### src/rtl/xmt_pkg.sv
// Shared types for the transceiver management target.
// Assumes the byte-wide two-wire protocol with 8 data bits plus one acknowledge bit.
package xmt_pkg;
    typedef enum logic [3:0] {
        S_IDLE, S_ADDR, S_AACK, S_WORD, S_WACK, S_WDAT, S_RD, S_RACK
    } link_st_t;

    // bit positions inside the status/control byte (decoded by the host)
    localparam int ST_PIN   = 7;
    localparam int ST_SOFT  = 6;
    localparam int ST_FAULT = 2;
    localparam int ST_LOS   = 1;
    localparam int ST_NRDY  = 0;
endpackage

### src/rtl/xmt_link.sv
// Bit-level two-wire target: synchronizes SCL/SDA to clk, detects start/stop,
// matches two device addresses, shifts bytes and drives acknowledges/read data.
// Assumes each SCL phase lasts at least four clk cycles. Emits one-cycle strobes
// to the memory map; rd_data must be valid combinationally from the current pointer.
module xmt_link
    import xmt_pkg::*;
#(
    parameter logic [6:0] ID_DEV   = 7'h50,
    parameter logic [6:0] DIAG_DEV = 7'h51
) (
    input  logic       clk,
    input  logic       rst_n,
    input  logic       scl_i,
    input  logic       sda_i,
    input  logic [7:0] rd_data,
    output logic       sda_oe,
    output logic       page_o,
    output logic       ptr_load,
    output logic       wr_stb,
    output logic       rd_adv,
    output logic       snap,
    output logic [7:0] byte_o
);
    logic [2:0] scl_q, sda_q;
    logic       scl_s, scl_p, sda_s, sda_p;
    logic       scl_r, scl_f, start_ev, stop_ev;
    link_st_t   state;
    logic [7:0] shreg, txreg;
    logic [3:0] bitn;
    logic       sda_lo, rw, dev_hit;

    // two-flop synchronizer plus one history stage per bus line
    always_ff @(posedge clk) begin
        if (!rst_n) begin
            scl_q <= 3'b111;
            sda_q <= 3'b111;
        end else begin
            scl_q <= {scl_q[1:0], scl_i};
            sda_q <= {sda_q[1:0], sda_i};
        end
    end

    // edge and bus-condition decode
    always_comb begin
        scl_s    = scl_q[1];
        scl_p    = scl_q[2];
        sda_s    = sda_q[1];
        sda_p    = sda_q[2];
        scl_r    = scl_s & ~scl_p;
        scl_f    = ~scl_s & scl_p;
        start_ev = scl_s & scl_p & sda_p & ~sda_s;
        stop_ev  = scl_s & scl_p & ~sda_p & sda_s;
        dev_hit  = (shreg[7:1] == ID_DEV) || (shreg[7:1] == DIAG_DEV);
    end

    // protocol sequencer
    always_ff @(posedge clk) begin
        if (!rst_n) begin
            state <= S_IDLE; shreg <= '0; txreg <= '0; bitn <= '0;
            sda_lo <= 1'b0; rw <= 1'b0; page_o <= 1'b0;
            ptr_load <= 1'b0; wr_stb <= 1'b0; rd_adv <= 1'b0; snap <= 1'b0;
        end else begin
            ptr_load <= 1'b0; wr_stb <= 1'b0; rd_adv <= 1'b0; snap <= 1'b0;
            if (stop_ev) begin
                state  <= S_IDLE;
                sda_lo <= 1'b0;
            end else if (start_ev) begin
                state  <= S_ADDR;
                bitn   <= '0;
                sda_lo <= 1'b0;
            end else begin
                case (state)
                    S_ADDR, S_WORD, S_WDAT: begin
                        if (scl_r && bitn != 4'd8) begin
                            shreg <= {shreg[6:0], sda_s};
                            bitn  <= bitn + 4'd1;
                        end else if (scl_f && bitn == 4'd8) begin
                            bitn <= '0;
                            if (state == S_ADDR) begin
                                if (dev_hit) begin
                                    sda_lo <= 1'b1;
                                    rw     <= shreg[0];
                                    page_o <= (shreg[7:1] == DIAG_DEV);
                                    snap   <= shreg[0];
                                    state  <= S_AACK;
                                end else begin
                                    state <= S_IDLE;
                                end
                            end else begin
                                ptr_load <= (state == S_WORD);
                                wr_stb   <= (state == S_WDAT);
                                sda_lo   <= 1'b1;
                                state    <= S_WACK;
                            end
                        end
                    end
                    S_AACK: begin
                        if (scl_f) begin
                            if (rw) begin
                                txreg <= rd_data; sda_lo <= ~rd_data[7];
                                bitn <= 4'd1; rd_adv <= 1'b1; state <= S_RD;
                            end else begin
                                sda_lo <= 1'b0; state <= S_WORD;
                            end
                        end
                    end
                    S_WACK: begin
                        if (scl_f) begin
                            sda_lo <= 1'b0;
                            state  <= S_WDAT;
                        end
                    end
                    S_RD: begin
                        if (scl_f) begin
                            if (bitn == 4'd8) begin
                                sda_lo <= 1'b0;
                                state  <= S_RACK;
                            end else begin
                                sda_lo <= ~txreg[6];
                                txreg  <= {txreg[6:0], 1'b0};
                                bitn   <= bitn + 4'd1;
                            end
                        end
                    end
                    S_RACK: begin
                        if (scl_r && sda_s) begin
                            state <= S_IDLE;
                        end else if (scl_f) begin
                            txreg <= rd_data; sda_lo <= ~rd_data[7];
                            bitn <= 4'd1; rd_adv <= 1'b1; state <= S_RD;
                        end
                    end
                    default: ;
                endcase
            end
        end
    end

    assign sda_oe = sda_lo;
    assign byte_o = shreg;

    // SDA is only ever pulled low in response to an SCL fall
    assert_pull_on_low_R10: assert property (@(posedge clk) disable iff (!rst_n)
        $rose(sda_lo) |-> !$past(scl_s));
    // a stop always releases the bus and parks the sequencer
    assert_stop_release_R10: assert property (@(posedge clk) disable iff (!rst_n)
        stop_ev |=> (!sda_lo && state == S_IDLE));
    // a start restarts the address phase from bit zero
    assert_restart_R11: assert property (@(posedge clk) disable iff (!rst_n)
        start_ev |=> (state == S_ADDR && bitn == 4'd0));
    // an unaddressed target never pulls SDA
    assert_idle_quiet_R1: assert property (@(posedge clk) disable iff (!rst_n)
        (state == S_IDLE && !start_ev) |=> !sda_lo);
endmodule

### src/rtl/xmt_map.sv
// Two-page byte map: word pointer, writable region, software-disable bit,
// real-time snapshot and the read multiplexer with live status merge.
// Assumes strobes from xmt_link are one-cycle pulses, never two at once.
module xmt_map
    import xmt_pkg::*;
#(
    parameter logic [7:0] ID_SALT   = 8'hA5,
    parameter logic [7:0] DIAG_SALT = 8'h5A,
    parameter int         NVAL      = 5,
    parameter int         RT_BASE   = 96,
    parameter int         STAT_ADDR = 110,
    parameter int         WR_LO     = 128,
    parameter int         WR_HI     = 247
) (
    input  logic               clk,
    input  logic               rst_n,
    input  logic               page,
    input  logic               ptr_load,
    input  logic               wr_stb,
    input  logic               rd_adv,
    input  logic               snap,
    input  logic [7:0]         wdata,
    input  logic               tx_dis_pin,
    input  logic               tx_fault,
    input  logic               rx_los,
    input  logic               meas_valid,
    input  logic [NVAL*16-1:0] rt_values,
    output logic [7:0]         rd_data,
    output logic               soft_tx_dis
);
    localparam int         WR_N   = WR_HI - WR_LO + 1;
    localparam int         AW     = $clog2(WR_N);
    localparam int         SW     = (NVAL > 1) ? $clog2(NVAL) : 1;
    localparam logic [7:0] RT_LO8 = 8'(RT_BASE);
    localparam logic [7:0] RT_HI8 = 8'(RT_BASE + 2 * NVAL - 1);
    localparam logic [7:0] ST8    = 8'(STAT_ADDR);
    localparam logic [7:0] WL8    = 8'(WR_LO);
    localparam logic [7:0] WH8    = 8'(WR_HI);

    logic [7:0]    ptr;
    logic [7:0]    ram [WR_N];
    logic [15:0]   snapv [NVAL];
    logic          in_wr, in_rt;
    logic [AW-1:0] widx;
    logic [7:0]    roff;
    logic [SW-1:0] sidx;
    logic [7:0]    status;

    // address region decode
    always_comb begin
        in_wr  = (ptr >= WL8) && (ptr <= WH8);
        in_rt  = (ptr >= RT_LO8) && (ptr <= RT_HI8);
        widx   = AW'(ptr - WL8);
        roff   = ptr - RT_LO8;
        sidx   = SW'(roff >> 1);
        status = '0;
        status[ST_PIN]   = tx_dis_pin;
        status[ST_SOFT]  = soft_tx_dis;
        status[ST_FAULT] = tx_fault;
        status[ST_LOS]   = rx_los;
        status[ST_NRDY]  = ~meas_valid;
    end

    // word pointer: load on word address, step after every data byte
    always_ff @(posedge clk) begin
        if (!rst_n)                ptr <= '0;
        else if (ptr_load)         ptr <= wdata;
        else if (wr_stb || rd_adv) ptr <= ptr + 8'd1;
    end

    // host-writable region and software-disable bit
    always_ff @(posedge clk) begin
        if (!rst_n) begin
            for (int i = 0; i < WR_N; i++) ram[i] <= '0;
            soft_tx_dis <= 1'b0;
        end else if (wr_stb && page) begin
            if (in_wr)      ram[widx]   <= wdata;
            if (ptr == ST8) soft_tx_dis <= wdata[ST_SOFT];
        end
    end

    // one holding register per real-time value, loaded together on a read start
    for (genvar k = 0; k < NVAL; k++) begin : g_snap
        always_ff @(posedge clk) begin
            if (!rst_n)    snapv[k] <= '0;
            else if (snap) snapv[k] <= rt_values[16*k +: 16];
        end
    end

    // read multiplexer
    always_comb begin
        if (!page)          rd_data = ptr ^ ID_SALT;
        else if (in_rt)     rd_data = roff[0] ? snapv[sidx][7:0] : snapv[sidx][15:8];
        else if (ptr == ST8) rd_data = status;
        else if (in_wr)     rd_data = ram[widx];
        else                rd_data = ptr ^ DIAG_SALT;
    end

    assert_one_strobe_R3: assert property (@(posedge clk) disable iff (!rst_n)
        $onehot0({ptr_load, wr_stb, rd_adv}));
    assert_ptr_step_R3: assert property (@(posedge clk) disable iff (!rst_n)
        (wr_stb || rd_adv) |=> (ptr == $past(ptr) + 8'd1));
    assert_soft_hold_R5: assert property (@(posedge clk) disable iff (!rst_n)
        !(wr_stb && page && ptr == ST8) |=> $stable(soft_tx_dis));
    assert_snap_hold_R9: assert property (@(posedge clk) disable iff (!rst_n)
        !snap |=> $stable(snapv[0]));
endmodule

### src/rtl/xcvr_mgmt_target.sv
// Top of the transceiver management target: two-wire link plus byte map.
// Assumes an external open-drain pad: sda_oe=1 pulls the line low.
module xcvr_mgmt_target #(
    parameter logic [6:0] ID_DEV    = 7'h50,
    parameter logic [6:0] DIAG_DEV  = 7'h51,
    parameter logic [7:0] ID_SALT   = 8'hA5,
    parameter logic [7:0] DIAG_SALT = 8'h5A,
    parameter int         NVAL      = 5
) (
    input  logic               clk,
    input  logic               rst_n,
    input  logic               scl_i,
    input  logic               sda_i,
    output logic               sda_oe,
    input  logic               tx_dis_pin,
    input  logic               tx_fault,
    input  logic               rx_los,
    input  logic               meas_valid,
    input  logic [NVAL*16-1:0] rt_values,
    output logic               soft_tx_dis
);
    logic       page, ptr_load, wr_stb, rd_adv, snap;
    logic [7:0] byte_v, rd_data;

    xmt_link #(.ID_DEV(ID_DEV), .DIAG_DEV(DIAG_DEV)) u_link (
        .clk(clk), .rst_n(rst_n), .scl_i(scl_i), .sda_i(sda_i),
        .rd_data(rd_data), .sda_oe(sda_oe), .page_o(page),
        .ptr_load(ptr_load), .wr_stb(wr_stb), .rd_adv(rd_adv),
        .snap(snap), .byte_o(byte_v)
    );

    xmt_map #(.ID_SALT(ID_SALT), .DIAG_SALT(DIAG_SALT), .NVAL(NVAL)) u_map (
        .clk(clk), .rst_n(rst_n), .page(page), .ptr_load(ptr_load),
        .wr_stb(wr_stb), .rd_adv(rd_adv), .snap(snap), .wdata(byte_v),
        .tx_dis_pin(tx_dis_pin), .tx_fault(tx_fault), .rx_los(rx_los),
        .meas_valid(meas_valid), .rt_values(rt_values),
        .rd_data(rd_data), .soft_tx_dis(soft_tx_dis)
    );
endmodule

### config.mk
export PLATFORM = sky130hd
export DESIGN_NAME = xcvr_mgmt_target
export DESIGN_NICKNAME = d
export VERILOG_FILES = /design/src/rtl/xmt_pkg.sv /design/src/rtl/xmt_link.sv /design/src/rtl/xmt_map.sv /design/src/rtl/xcvr_mgmt_target.sv
export SDC_FILE = /design/constraint.sdc
export NUM_CORES = 2
export LEC_CHECK = 0
export BUFFER_PORTS_ARGS = -buffer_cell sky130_fd_sc_hd__buf_2
export CORE_ASPECT_RATIO = 1.1
export CORE_UTILIZATION = 30
export CTS_CLUSTER_DIAMETER = 100
export CTS_CLUSTER_SIZE = 20
export DETAILED_ROUTE_END_ITERATION = 6
export SYNTH_ARGS = -nofsm -noshare
export SYNTH_HDL_FRONTEND = slang
export SYNTH_SLANG_ARGS = --single-unit
### constraint.sdc
create_clock -name clk -period 7.3 [get_ports clk]
set_input_delay 0.365 -clock clk [delete_from_list [all_inputs] [get_ports clk]]
set_output_delay 0.365 -clock clk [all_outputs]
set_load 0.05 [all_outputs]
Word level (Yosys, flattened, before mapping) --
Memory sizes are Yosys's and may differ from the RTL's. Cells that the tools add are included.
Word-level totals: memories kept 2, bits in writable memories 1040, output and inout bits 2, bits in registers 45, memory bits (read-only) 0, logic and storage cells 188, latch bits 0
Operators by class: bitwise gates (word level) 29, order comparisons 4, reductions and logical operators 27, equal/unequal tests 36, $mul 0, add/sub/neg operators 4, divide/modulo/power cells 0, shift operators 0, muxes and demuxes 70
Memory list:
- u_map.ram | words 120, bits a word 8, rd ports 1, clocked after memory_dff 0, wr ports 120, line xmt_map.sv:41 | logic [7:0] ram [WR_N];
- u_map.snapv | words 5, bits a word 16, rd ports 1, clocked after memory_dff 0, wr ports 5, line xmt_map.sv:42 | logic [15:0] snapv [NVAL];
Operator list (count):
- 2-to-1 mux 16 bit | 5
- 2-to-1 mux 4 bit | 17
- 2-to-1 mux 8 bit | 8
- 2-to-1 mux 7 bit | 7
- AND reduction 9 bit | 3
- 2-to-1 mux 1 bit | 25
- inequality test 3 x 1 -> 1 bit (second input constant) | 8
- one-hot mux 7 bit (3 select lines) | 1
- one-hot mux 4 bit (5 select lines) | 1
- equality test 4 x 3 -> 1 bit (second input constant) | 4
- one-hot mux 4 bit (4 select lines) | 1
- AND reduction 8 bit | 2
- OR reduction 8 bit | 2
- inverter 1 bit | 15
- equality test 7 bit (second input constant) | 2
- inequality test 2 x 1 -> 1 bit (second input constant) | 7
- inequality test 3 x 2 -> 1 bit (second input constant) | 4
- nonzero test 5 bit | 2
- adder 8 x 1 -> 8 bit (second input constant) | 1
- equality test 4 x 2 -> 1 bit (second input constant) | 2
- equality test 8 x 7 -> 1 bit (second input constant) | 1
- >= comparator 8 x 7 -> 1 bit (second input constant) | 1
- >= comparator 8 bit (second input constant) | 1
- <= comparator 8 x 7 -> 1 bit (second input constant) | 1
- 27 further kinds | 49

Longest topological paths before layout --
depth in word-level cells 10, gate-level depth with buffers 11, gate-level depth less buffers 8

Cells and area by module --
A second synthesis with hierarchy kept.
Second synthesis, totals: cell total of the unflattened synthesis 3678, area total of the unflattened synthesis 53442.5 sq um
By module, submodules not included:
- xmt_map | area each 51608.2 sq um, times used 1, cells an instance 3473, seq. area each 33472.1 sq um
- xmt_link | area each 1834.3 sq um, times used 1, cells an instance 205, seq. area each 700.7 sq um

Worst setup path after synthesis --
OpenSTA, ideal clock, no wires.
kind input to register, start point input port rst_n, end point memory u_map.snapv[0][0], enable pin, arrival time 2253 ps, cell stages on the path 3, data required time 6499 ps, path buffers 2, slack 4246 ps, library setup time 801 ps, path through clkbuf_1 -> clkbuf_1 -> nand2b_1
RTL lines:
- start: declaration | line xcvr_mgmt_target.sv:11 | input logic rst_n,
- end: declaration | line xmt_map.sv:42

==> key figures <==
Outcome
  – Status: finished clean

Cells and area
  – Multi-input gate area: 18000 um2
  – Fillers: 17080
  – FF+latch area: 34220 um2
  – Net count, final: 3818
  – Final Util: 33.51%
  – Design area: 58860 um2
  – Fraction of layout cells with a size suffix above 1: 14.08%
  – Area grow syn2layout: 10.57%

Global routing
  – GRT overflow: 0
  – Number of global-route vias before repair: 31090
  – First-pass GRT wire length: 219600 um
  – Initial antenna violation count: 4
  – Largest net degree at the start of global routing: 120
  – Global router's overall resource usage: 16.58%

STA
  – Skew final: 25.76 ps
  – RSZ-0062 raised after global routing: false
  – Setup_tns: 0 ps
  – Worst slew pin tran: 1382 ps
  – Period minus WS final: 4122 ps
  – Count of pins over their slew limit: 0
  – Max Fclk: 0.2426 GHz
  – Final Cycle Share: 56.47%
  – Final count of hold timing violations: 0
  – Final setup viols: 0
  – Worst slew margin: 7.548%

Floorplan
  – Starting Density: 30.30%
  – Row Count: 161
  – CORE AREA: 175700 um2
  – Ports: 90
  – Die height: 443.8 um
  – Chip width: 403.6 um
  – Die ar.: 179100 um2

Route
  – WL final: 151000 um
  – First-pass DRT Iterations: 6
  – Drt via density: 5.124
  – DRC Markers: 0
  – WL/cell: 24.67 um
  – Antenna Nets Post-Route: 0
  – Total vias in the final route: 31370
  – Drt first-iter violations: 3874

Placement
  – DP Area: 56110 um2
  – # port buffers: 89
  – GP Congestion: 0.9480
  – HPWL Detailed: 94880 um

Setup path
  – Setup CP Type: reg2reg
  – Crit. End Element: register
  – Worst Reg-to-Reg Cells: 5
  – Arrival @ worst endpoint: 4430 ps
  – Critical Path RT: 7610 ps
  – Startpoint Class: register
  – Crit-path max FO: 17

Yosys
  – Cells after synthesis: 3671
  – Mapped Area: 53230 um2
  – Ys Warns: 0
  – Syn_area_per_cell: 14.50 um2
  – Library cells used by synthesis: 70
  – FF+latch count, synth: 1155
  – Async SR Flop Fraction: 0%
  – Sequential area share after synthesis: 64.20%
  – Leading register cell type out of synthesis: edfxtp_1
  – EDFF count, synth: 1104

Clock tree
  – Resized cells post-CTS: 0
  – Clock latency at the later pin of the worst-skew pair: 690 ps
  – TritonCTS clock tree: done
  – Post-CTS Setup Bufs: 0
  – Root Driver: clkbuf_16
  – Clock sink count: 1155
  – H-tree levels: 3
  – Total CTS buffers: 68
  – Clock-pin slew on the worst setup and hold paths: 90 ps
  – Hold_buf cts: 81
  – Clock Path Buffers: 3

Run
  – Max-cap violations: 0

Pwr
  – LEAKAGE: 20.00 nW
  – Power Density: 202.1 nW/um2
  – Tot Pwr: 0.01189 W
  – Maximum VDD drop: 0.1565 mV

Hold path
  – Hold WC Path Type: in2reg
  – Hold-critical path depth: 2
[where the power goes]
| group | switching [W] | total (W) | internal [W] |
|---|---|---|---|
| clock network | 0.00223 | 0.00401 | 0.00179 |
| logic | 0.000228 | 0.000364 | 0.000136 |
| registers | 0.0000802 | 0.00752 | 0.00744 |
[cells in the mapped netlist, types with 5 or more instances]
cell type  instances  area (um2)
a211oi_1          12       90.09
a21o_1             5       37.54
a21oi_1           45       225.2
a221oi_1          10       87.58
a22o_1             9       78.83
a22oi_1           56       420.4
a31oi_1           17       106.4
and2_1           970        6068
and3_1            87       544.3
buf_1             14       52.55
buf_2             39       195.2
buf_4             21       157.7
clkbuf_1         226       848.3
dfxtp_1           51        1021
edfxtp_1        1104       33150
ha_1               6       75.07
inv_1             12       45.04
mux2_2            13       146.4
mux2i_1           51       510.5
mux4_2           263        5923
nand2_1           81       304.0
nand2b_1          20       125.1
nand3_1           31       155.2
nand3b_1          11       82.58
nand4_1           13       81.33
nor2_1           182       683.2
nor2b_1           28       175.2
nor3_1            18       90.09
o211ai_1           6       45.04
o21ai_0          143       715.7
o21ai_1            6       30.03
o221ai_1           7       61.31
o22ai_1           21       131.4
or3_1             10       62.56
or3b_2             5       43.79
or4_1              5       37.54
[cell families (layout without fill, tap and decap cells)]
group                      after synthesis  after routing  share of synthesized area, %
xor gates and xnor gates                 8              8                        0.1316
adders and majority gates                6              6                        0.1410
other                                    1             65                      0.007045
AOI/OAI and AO/OA                      376            376                         4.466
muxes                                  327            327                         12.36
buffers and inverters                  315            338                         2.475
and+or+nand+nor                       1483           1483                         16.21
DFF                                   1155           1155                         64.20
[area by class of cell]
cell class | count | share of cell area (%)
antenna | 1 | 0.004252
clock buffer | 95 | 3.136
clock inverter | 8 | 0.1403
inverter | 14 | 0.08929
multi-input combinational | 2264 | 30.59
sequential | 1155 | 58.14
tap | 2363 | 5.023
timing repair buffer | 221 | 2.881
[sequential cells by signal, indices dropped and copies added (netlist names), named ones only]
signal,count
u_link.sda_q,3
u_link.wr_stb,1
u_link.txreg,7
u_map.snapv,80
u_link.page_o,1
u_link.scl_q,3
u_link.sda_oe,1
u_link.snap,1
u_map.soft_tx_dis,1
u_link.rw,1
u_link.ptr_load,1
u_link.byte_o,8
u_link.rd_adv,1
u_map.ptr,8
u_map.ram,1024
u_link.bitn,4
u_link.state,3
[metrics by stage]
stage | cells | setup WS, ps | hold slack, ps
2_1_floorplan | 3734 | 4246 | 386.3
3_3_place_gp | 5935 | 3268 | 410.5
3_5_place_dp | 5935 | 3199 | 398.3
4_1_cts | 6119 | 3209 | 18.32
5_1_grt | 6121 | 2940 | 47.14
6_report | 6121 | 3178 | 66.00
[cell usage in the layout (no fill, tap or decap), types with 18 or more instances in the layout]
cell | Yosys | routed
edfxtp_1 | 1104 | 1104
and2_1 | 970 | 970
mux4_2 | 263 | 263
nor2_1 | 182 | 182
o21ai_0 | 143 | 141
buf_2 | 39 | 88
and3_1 | 87 | 87
dlygate4sd3_1 | 0 | 81
nand2_1 | 81 | 77
clkbuf_16 | 0 | 70
conb_1 | 1 | 64
a22oi_1 | 56 | 56
mux2i_1 | 51 | 51
buf_4 | 21 | 46
a21oi_1 | 45 | 45
dfxtp_1 | 51 | 36
nand3_1 | 31 | 29
nor2b_1 | 28 | 28
clkbuf_1 | 226 | 25
o22ai_1 | 21 | 21
nand2b_1 | 20 | 19
nor3_1 | 18 | 18
[worst paths after layout]
check,from,end,slack (ps)
worst min-delay path,rt_values[10],u_map.snapv[0][10],70
worst max register to register,u_map.ptr[0],u_map.ram[3][1],3180
worst min register to register,u_link.sda_q[0],u_link.sda_q[1],430
worst max-delay path,u_map.ptr[0],u_map.ram[3][1],3180
[per-layer routing]
layer / GRT usage (%) / vias up / part of all wire [%]
met1: 22.21 / 16190 / 41
met2: 27.29 / 1311 / 48
met4: 6.091 / 0 / 3.5
li1: - / 13660 / -
met5: 0 / - / 0
met3: 2.309 / 209 / 6.8
[critical path, cell delays in order (launching register included)]
cell	delay (ps)
dfxtp_1	870
inv_1	300
nor3_1	610
nand2_2	610
buf_4	440
o21ai_0	910
Note: power is estimated with default switching activity, not from simulation.
